<file path="src/rtl/ptw_pkg.sv">
package ptw_pkg;

    localparam logic [31:0] KSEG_BASE  = 32'h8000_0000;
    localparam int unsigned PTE_SHIFT  = 6;
    localparam int unsigned CTX_SHIFT  = 9;
    localparam logic [31:0] CTX_FIELD  = 32'h007F_FFFF;
    localparam logic [31:0] CTX_MASK   = 32'h007F_FFF0;
    localparam int unsigned ASID_W     = 8;

    typedef enum logic [2:0] {
        ST_IDLE,
        ST_DIR,
        ST_EVEN,
        ST_ODD,
        ST_WRITE,
        ST_RESP
    } walk_state_e;

    typedef enum logic [1:0] {
        RES_HIT     = 2'd0,
        RES_INVALID = 2'd1,
        RES_DIRTY   = 2'd2,
        RES_NOMATCH = 2'd3
    } walk_res_e;

    typedef struct packed {
        logic [31:0] va;
        logic        wr;
        logic        nomatch;
        logic [31:0] base;
    } walk_req_t;

    function automatic logic [31:0] to_phys(input logic [31:0] a);
        return a - KSEG_BASE;
    endfunction

    function automatic logic [31:0] dir_word_addr(input logic [31:0] base,
                                                  input logic [31:0] va);
        return to_phys(base) + {20'd0, va[31:22], 2'b00};
    endfunction

    function automatic logic [31:0] pte_pair_addr(input logic [31:0] tptr,
                                                  input logic [31:0] va);
        return to_phys(tptr) + {20'd0, va[21:13], 3'b000};
    endfunction

    function automatic logic [31:0] walk_hi(input logic [31:0] va,
                                            input logic [ASID_W-1:0] asid);
        return {va[31:13], 5'd0, asid};
    endfunction

    function automatic logic [31:0] walk_ctx(input logic [31:0] cur,
                                             input logic [31:0] va);
        return (cur & ~CTX_FIELD) | ((va >> CTX_SHIFT) & CTX_MASK);
    endfunction

endpackage

</file>
<file path="src/rtl/ptw_addr_gen.sv">
module ptw_addr_gen
    import ptw_pkg::*;
(
    input  walk_state_e state,
    input  logic [31:0] base,
    input  logic [31:0] va,
    input  logic [31:0] tptr,
    output logic        mem_req,
    output logic [31:0] mem_addr
);
    logic [31:0] pair_addr;

    assign pair_addr = pte_pair_addr(tptr, va);

    always_comb begin
        mem_req  = 1'b0;
        mem_addr = '0;
        case (state)
            ST_DIR: begin
                mem_req  = 1'b1;
                mem_addr = dir_word_addr(base, va);
            end
            ST_EVEN: begin
                mem_req  = 1'b1;
                mem_addr = pair_addr;
            end
            ST_ODD: begin
                mem_req  = 1'b1;
                mem_addr = pair_addr + 32'd4;
            end
            default: begin
                mem_req  = 1'b0;
                mem_addr = '0;
            end
        endcase
    end
endmodule

</file>
<file path="src/rtl/ptw_resolve.sv">
module ptw_resolve
    import ptw_pkg::*;
(
    input  logic [31:0] lo0,
    input  logic [31:0] lo1,
    input  logic        odd_half,
    input  logic        write,
    input  logic        nomatch,
    output walk_res_e   code
);
    logic [31:0] sel;

    assign sel = odd_half ? lo1 : lo0;

    always_comb begin
        if (nomatch)
            code = RES_NOMATCH;
        else if (!sel[1])
            code = RES_INVALID;
        else if (write && !sel[2])
            code = RES_DIRTY;
        else
            code = RES_HIT;
    end
endmodule

</file>
<file path="src/rtl/ptw_cp0_view.sv">
module ptw_cp0_view
    import ptw_pkg::*;
(
    input  logic        walking,
    input  logic [31:0] va,
    input  logic [31:0] cur_context,
    input  logic [31:0] cur_entryhi,
    input  logic [31:0] cur_badvaddr,
    output logic [31:0] view_context,
    output logic [31:0] view_entryhi,
    output logic [31:0] view_badvaddr
);
    logic [31:0] hi_walk;

    assign hi_walk       = {va[31:13], 13'd0} | {24'd0, cur_entryhi[ASID_W-1:0]};
    assign view_context  = walking ? walk_ctx(cur_context, va) : cur_context;
    assign view_entryhi  = walking ? hi_walk : cur_entryhi;
    assign view_badvaddr = walking ? va : cur_badvaddr;
endmodule

</file>
<file path="src/rtl/pt_walker.sv">
module pt_walker
    import ptw_pkg::*;
#(
    parameter  int unsigned TLB_ENTRIES = 32,
    localparam int unsigned IDX_W = (TLB_ENTRIES > 1) ? $clog2(TLB_ENTRIES) : 1
) (
    input  logic             clk,
    input  logic             rst,
    input  logic             miss_valid,
    input  logic [31:0]      miss_vaddr,
    input  logic             miss_write,
    output logic             busy,
    input  logic [31:0]      dir_base,
    output logic             mem_req,
    output logic [31:0]      mem_addr,
    input  logic             mem_rvalid,
    input  logic [31:0]      mem_rdata,
    input  logic [IDX_W-1:0] rand_idx,
    output logic             tlb_we,
    output logic [IDX_W-1:0] tlb_idx,
    output logic [31:0]      tlb_hi,
    output logic [31:0]      tlb_lo0,
    output logic [31:0]      tlb_lo1,
    input  logic [31:0]      cur_context,
    input  logic [31:0]      cur_entryhi,
    input  logic [31:0]      cur_badvaddr,
    output logic [31:0]      view_context,
    output logic [31:0]      view_entryhi,
    output logic [31:0]      view_badvaddr,
    output logic             res_valid,
    output logic [1:0]       res_code
);
    walk_state_e state;
    walk_req_t   req_q;
    logic [31:0] tptr_q;
    logic [31:0] lo0_q;
    logic [31:0] lo1_q;
    walk_res_e   code;

    // Walk sequencer: one read in flight, strictly ordered directory -> even -> odd.
    always_ff @(posedge clk) begin
        if (rst) begin
            state  <= ST_IDLE;
            req_q  <= '0;
            tptr_q <= '0;
            lo0_q  <= '0;
            lo1_q  <= '0;
        end else begin
            case (state)
                ST_IDLE: begin
                    if (miss_valid) begin
                        req_q.va      <= miss_vaddr;
                        req_q.wr      <= miss_write;
                        req_q.base    <= dir_base;
                        req_q.nomatch <= (dir_base == '0);
                        state         <= (dir_base == '0) ? ST_RESP : ST_DIR;
                    end
                end
                ST_DIR: begin
                    if (mem_rvalid) begin
                        tptr_q <= mem_rdata;
                        state  <= ST_EVEN;
                    end
                end
                ST_EVEN: begin
                    if (mem_rvalid) begin
                        lo0_q <= mem_rdata >> PTE_SHIFT;
                        state <= ST_ODD;
                    end
                end
                ST_ODD: begin
                    if (mem_rvalid) begin
                        lo1_q <= mem_rdata >> PTE_SHIFT;
                        state <= ST_WRITE;
                    end
                end
                ST_WRITE: state <= ST_RESP;
                ST_RESP:  state <= ST_IDLE;
                default:  state <= ST_IDLE;
            endcase
        end
    end

    assign busy = (state != ST_IDLE);

    ptw_addr_gen u_addr_gen (
        .state    (state),
        .base     (req_q.base),
        .va       (req_q.va),
        .tptr     (tptr_q),
        .mem_req  (mem_req),
        .mem_addr (mem_addr)
    );

    ptw_resolve u_resolve (
        .lo0      (lo0_q),
        .lo1      (lo1_q),
        .odd_half (req_q.va[12]),
        .write    (req_q.wr),
        .nomatch  (req_q.nomatch),
        .code     (code)
    );

    ptw_cp0_view u_view (
        .walking       (busy),
        .va            (req_q.va),
        .cur_context   (cur_context),
        .cur_entryhi   (cur_entryhi),
        .cur_badvaddr  (cur_badvaddr),
        .view_context  (view_context),
        .view_entryhi  (view_entryhi),
        .view_badvaddr (view_badvaddr)
    );

    assign tlb_we    = (state == ST_WRITE);
    assign tlb_idx   = rand_idx;
    assign tlb_hi    = walk_hi(req_q.va, cur_entryhi[ASID_W-1:0]);
    assign tlb_lo0   = lo0_q;
    assign tlb_lo1   = lo1_q;
    assign res_valid = (state == ST_RESP);
    assign res_code  = code;

    // a request taken in idle makes the walker busy on the next cycle
    a_r1_accept: assert property (@(posedge clk) disable iff (rst)
        (!busy && miss_valid) |=> busy)
        else $error("a_r1_accept");

    // busy drops right after the result cycle
    a_r1_release: assert property (@(posedge clk) disable iff (rst)
        res_valid |=> !busy)
        else $error("a_r1_release");

    // request and address held until data returns
    a_r5_hold: assert property (@(posedge clk) disable iff (rst)
        (mem_req && !mem_rvalid) |=> (mem_req && $stable(mem_addr)))
        else $error("a_r5_hold");

    // memory is only touched during a walk
    a_r5_in_walk: assert property (@(posedge clk) disable iff (rst)
        mem_req |-> busy)
        else $error("a_r5_in_walk");

    // a buffer write is followed by a resolved result
    a_r7_after_write: assert property (@(posedge clk) disable iff (rst)
        tlb_we |=> (res_valid && res_code != RES_NOMATCH))
        else $error("a_r7_after_write");

    // a no-match result never follows a buffer write
    a_r2_no_write: assert property (@(posedge clk) disable iff (rst)
        (res_valid && res_code == RES_NOMATCH) |-> !$past(tlb_we))
        else $error("a_r2_no_write");

endmodule

</file>
<file path="config.mk">
export PLATFORM = sky130hd
export DESIGN_NAME = pt_walker
export DESIGN_NICKNAME = d
export VERILOG_FILES = /design/src/rtl/ptw_pkg.sv /design/src/rtl/ptw_addr_gen.sv /design/src/rtl/ptw_resolve.sv /design/src/rtl/ptw_cp0_view.sv /design/src/rtl/pt_walker.sv
export SDC_FILE = /design/constraint.sdc
export NUM_CORES = 1
export LEC_CHECK = 0
export ABC_AREA = 0
export CAP_MARGIN = 10
export CORE_AREA = 10 10 160 162
export CTS_BUF_LIST = sky130_fd_sc_hd__clkbuf_2
export DETAILED_ROUTE_END_ITERATION = 10
export DIE_AREA = 0 0 170 172
export DONT_BUFFER_PORTS = 1
export PLACE_DENSITY = 0.53
export SLEW_MARGIN = 15
export SYNTH_ARGS = -nofsm -noshare
export SYNTH_HDL_FRONTEND = slang
export SYNTH_HIERARCHICAL = 1
export SYNTH_SLANG_ARGS = --single-unit
</file>
<file path="constraint.sdc">
create_clock -name clk -period 5 [get_ports clk]
set_clock_uncertainty 0.2 [all_clocks]
set_input_delay 0.75 -clock clk [delete_from_list [all_inputs] [get_ports clk]]
set_output_delay 0.75 -clock clk [all_outputs]
set_load 0.02 [all_outputs]
</file>
# == Yosys cells after proc, flatten, opt, wreduce, memory -nomap -nowiden ==
# Cells that the tools add are included.
# word_totals
output_inout_bits,235
reg_bits,153
elab_cells,50
in_bits,202
# classes
eq_ne,9
add_sub_neg,5
mux,15
bitwise_logic,2
n_reduce_logical,11
# op_table
cell,count
$mux W32,3
$pmux W32 S3,1
$add A32 B12 Y32,2
$sub A32 B32 Y32 const B,2
$add A32 B3 Y32 const B,1
$logic_not A32 Y1,1
$or A32 B23 Y32,1
$or A32 B8 Y32,1
$mux W3,6
$pmux W3 S5,1
$ne A2 B2 Y1 const B,4
$reduce_and A2 Y1,4
$eq A3 B2 Y1 const B,2
$eq A3 B3 Y1 const B,2
$mux W2,3
$reduce_and A4 Y1,1
$eq A3 B1 Y1 const B,1
$logic_not A3 Y1,1
$reduce_bool A3 Y1,1
$reduce_or A3 Y1,1
$logic_and A1 B1 Y1,1
$logic_not A1 Y1,1
$mux W1,1

# == Depth between registers and ports, before layout ==
# depth
ltp_word,6
mapped_depth,14
ltp_nobuf,12

# == Modules after synthesis ==
# Netlist, hierarchy kept.
# modules_own_cells
module,n_inst,cells_each,area_per_inst_um2,seq_area_each_um2
pt_walker,1,738,5904.4,3062.9
ptw_addr_gen,1,366,2562.5,0.0
ptw_cp0_view,1,105,1082.3,0.0
ptw_resolve,1,5,46.3,0.0

# == Least setup slack after synthesis ==
# Ideal clock, no wire load.
# synth_timing
path_kind,register to output
start,register tlb_hi[13] (netlist name)
end,output port mem_addr[27]
required_ps,4050
slack_ps,484
n_path_buf,2
t_arrival_ps,3566
path_stages_with_launch,15
cell_sequence,dfxtp_1 > ha_1 > fa_1 > a211oi_2 > o31ai_4 > a41o_1 > buf_6 > nor3_2 > o211ai_1 > a211oi_2 > or3b_1 > buf_6 > o31ai_2 > a21oi_1 > o32ai_2
# synth_between
elab_chain_cells,3
# synth_lines
item,line,text
$add A32 B12 Y32 *,ptw_pkg.sv:44,"return to_phys(tptr) + {20'd0, va[21:13], 3'b000};"
$add A32 B3 Y32,ptw_addr_gen.sv:29,mem_addr = pair_addr + 32'd4;
$pmux W32 S3 *,ptw_addr_gen.sv:18,case (state)
"end, declared",pt_walker.sv:15,"output logic [31:0] mem_addr,"
# Mark *: on every way between the ends. The rest lies on a longest branch, timed or not.

# == Worst setup path in the final report ==
# layout_timing
start,register tptr_q[3]
end,output port mem_addr[31]
# layout_between
elab_chain_cells,4
# layout_lines
item,line,text
"start, declared",pt_walker.sv:35,logic [31:0] tptr_q;
"start signal, assigned",pt_walker.sv:61,tptr_q <= mem_rdata;
$sub A32 B32 Y32 *,ptw_pkg.sv:34,return a - KSEG_BASE;
$add A32 B12 Y32 *,ptw_pkg.sv:44,
$add A32 B3 Y32,ptw_addr_gen.sv:29,
$pmux W32 S3 *,ptw_addr_gen.sv:18,
# Marked as above.

==> impl_metrics.toml <==
[run_status]
outcome = "finished, violations left"
violations = "negative setup slack"

[synth]
synth_seq_cells = 153
yosysWarnings = 6
synth_edf_count = 0
avgSynthCellArea_um2 = 7.904
synth_cell_types = 74
synth_cells = 1214
ys.flop_type = "dfxtp_1"
async_flop_share_pct = 0
syn_area_um2 = 9595
ys_seq_area_share_pct = 31.92

[floorplan]
io_pins = 437
die_w_um = 170
initial_utilization_pct = 42.90
core_um2 = 22370
die_area_um2 = 29240
die_h_um = 172
rows = 55

[timing]
min_period_over_period_pct = 104.2
holdWs_ps = 103.2
layout_min_cycle_time_ps = 5208
rsz0062_at_grt = "true"
worstMarginPinSlew_ps = 1091
slew_headroom_pct = 27.03
slew_viol_final = 0
fmax_ghz = 0.1920
finalHoldViolCount = 0
finalSetupViolations = 13
fin_ws_ps = -208.0

[critical_path]
cp-start-kind = "flop"
cp.arrival_ps = 4260
crit_required_ps = 4050
crit_path_end_kind = "primary output"
reg2regPathDepth = 5
max_stage_delay_ps = 490
crit_fanout = 7
critPathSlowestCell = "or3b_4"
criticalPathCategory = "reg -> out"
crit_chain = "ha_4, fa_2, a211oi_4, o31ai_4, a41o_4, nor3_4, o211ai_1, a211oi_2, or3b_4, buf_6, nor4b_4, xnor2_1, o22ai_1, buf_4"

[global_routing]
grt_first_pass_wirelength_um = 48330
track_usage_pct = 20.73
grt_pass1_vias = 8311
grt_max_degree = 154
grt-ovfl-total = 0
top_usage_layer = "met2"
antenna_found_initial = 2
grt_use_met3_pct = 7.501
met1_usage_pct = 28.17
grt_use_met2_pct = 30.91

[run]
maxCapViolations = 0

[power_and_ir_drop]
clockPowerShare_pct = 27.5
seqPwrFrac_pct = 45.2
p_per_area_nw_per_um2 = 266.7
p_int_mw = 1.870
p_total_mw = 3.033
switchingPower_mw = 1.163
p_comb_share_pct = 27.3
p_leak_nw = 4.172
swShare_pct = 38.34
peakVddDrop_mv = 0.1468

[drt]
routed_wl_um = 33120
viasPerCell = 5.459
first_pass_iters = 5
wl_per_cell_um = 20.92
drcViolationCount = 0
num_vias = 8641
drt_iter0_drc = 537
antenna_left = 0

[hold_path]
holdPathStages = 4
hold_path_class = "in -> reg"

[clocking]
clock-sinks = 153
cts_tree = "built"
numCtsBuffers = 17
clkLatencyLatePin_ps = 750
path_clk_slew_ps = 290
root_buffer = "clkbuf_2"
clk_path_buf_depth = 2
htree_levels = 4

[layout]
fin_nets = 1507
nFillCells = 2119
area_growth_pct = 18.52
drive_above_1_share_pct = 19.06

[place]
place_ws_ps = 241.9
place_congestion = 0.8503
port-buffer-count = 0
hpwl_um = 24360
## critical path, delay by kind of cell, from the launching register on
family / cells / cell delay [ps]
DFF: 1 / 410
xor gates and xnor gates: 1 / 160
adders and majority gates: 2 / 550
buffers and inverters: 2 / 330
AOI/OAI and AO/OA: 6 / 1180
and+or+nand+nor: 3 / 880
## flip-flops by register name, summed over array words and instances (netlist names)
| signal | flops |
|---|---|
| req_q | 47 |
| tlb_hi | 19 |
| state | 3 |
| tlb_lo1 | 26 |
| tlb_lo0 | 26 |
| tptr_q | 32 |
## placed cells by master (no fill, tap or decap), types with 11 or more instances in the layout
| cell type | count |
|---|---|
| nand2_1 | 333 |
| a21oi_1 | 157 |
| dfxtp_1 | 148 |
| dlygate4sd3_1 | 106 |
| mux2_2 | 62 |
| buf_4 | 58 |
| xnor2_1 | 39 |
| nor2_1 | 32 |
| xor2_1 | 32 |
| o22ai_1 | 24 |
| conb_1 | 17 |
| clkbuf_2 | 17 |
| ha_1 | 17 |
| nand4_1 | 16 |
| nand3_1 | 15 |
| nor4_1 | 11 |
## repair_timing
item / in CTS / in global routing
gates resized for setup: 42 / 35
setup endpoints to repair: 16 / 21
endpoints found under the hold margin: 153 / 0
hold buffers: 107 / 0
pin swaps: 30 / 25
setup buffers: 23 / 7
## through the flow
step	utilization (%)	TNS [ps]	cells	cell area, µm²
CTS	49.84	-2456	1576	11150
global placement	41.89	0	1414	9368
floorplan	-	0	1230	9656
global route	50.85	-4813	1583	11370
detailed placement	41.89	0	1414	9368
finish	50.85	-1584	1583	11370
## layout make-up
class                   instances  area (µm²)  area share, %
clock buffers                  17       85.08         0.7482
diodes                          2       5.005        0.04401
clock inverters                15       222.7          1.958
flip-flops and latches        153        3072          27.01
well taps                     285       356.6          3.136
multi-input cells             927        5974          52.54
inverters                      11       42.54         0.3741
repair buffers                173        1614          14.19
## final timing paths
| check | start | to | slack [ps] |
|---|---|---|---|
| max | tptr_q[3] | mem_addr[31] | -210 |
| min | dir_base[5] | req_q[32] | 100 |
| max reg2reg | state[1] | tlb_lo0[0] | 2030 |
| min reg2reg | req_q[34] | req_q[34] | 270 |
## layer usage
layer  vias up  share of wire [%]
met4         0               0.58
li1       4186                  -
met2       288                 46
met3        19                9.4
met5         -                  0
met1      4148                 44
## cells by family after synthesis
logic type | after synthesis | share of synthesized area [%]
other cells | 1 | 0.03908
xor+xnor | 80 | 7.302
simple gates | 492 | 23.11
flops | 153 | 31.92
buf+inv | 150 | 10.33
mux | 74 | 9.049
compound gates | 242 | 15.23
fa+ha+maj | 22 | 3.025
## power by group through the flow
stage / logic, mW / clock network [mW] / registers (mW)
6_report: 0.828 / 0.833 / 1.37
5_1_grt: 0.887 / 0.912 / 1.38
4_1_cts: 0.817 / 0.867 / 1.37
3_5_place_dp: 0.692 / 0 / 1.39
3_3_place_gp: 0.688 / 0 / 1.39
2_1_floorplan: 0.679 / 0 / 1.36
## cell usage after synthesis, types with 12 or more instances
master | number | area [µm²]
buf_4 | 70 | 525.5
xor2_1 | 37 | 324.1
nor4_1 | 12 | 75.07
buf_2 | 21 | 105.1
nor3_1 | 14 | 70.07
nand4_1 | 16 | 100.1
o22ai_1 | 28 | 175.2
a21oi_1 | 160 | 800.8
nor2_1 | 35 | 131.4
ha_1 | 20 | 250.2
xnor2_1 | 43 | 376.6
dfxtp_1 | 153 | 3063
nand2_1 | 336 | 1261
nand3_1 | 16 | 80.08
clkbuf_1 | 28 | 105.1
mux2_2 | 62 | 698.2
buf_6 | 17 | 191.4
Power figures use the tool's default switching activity.
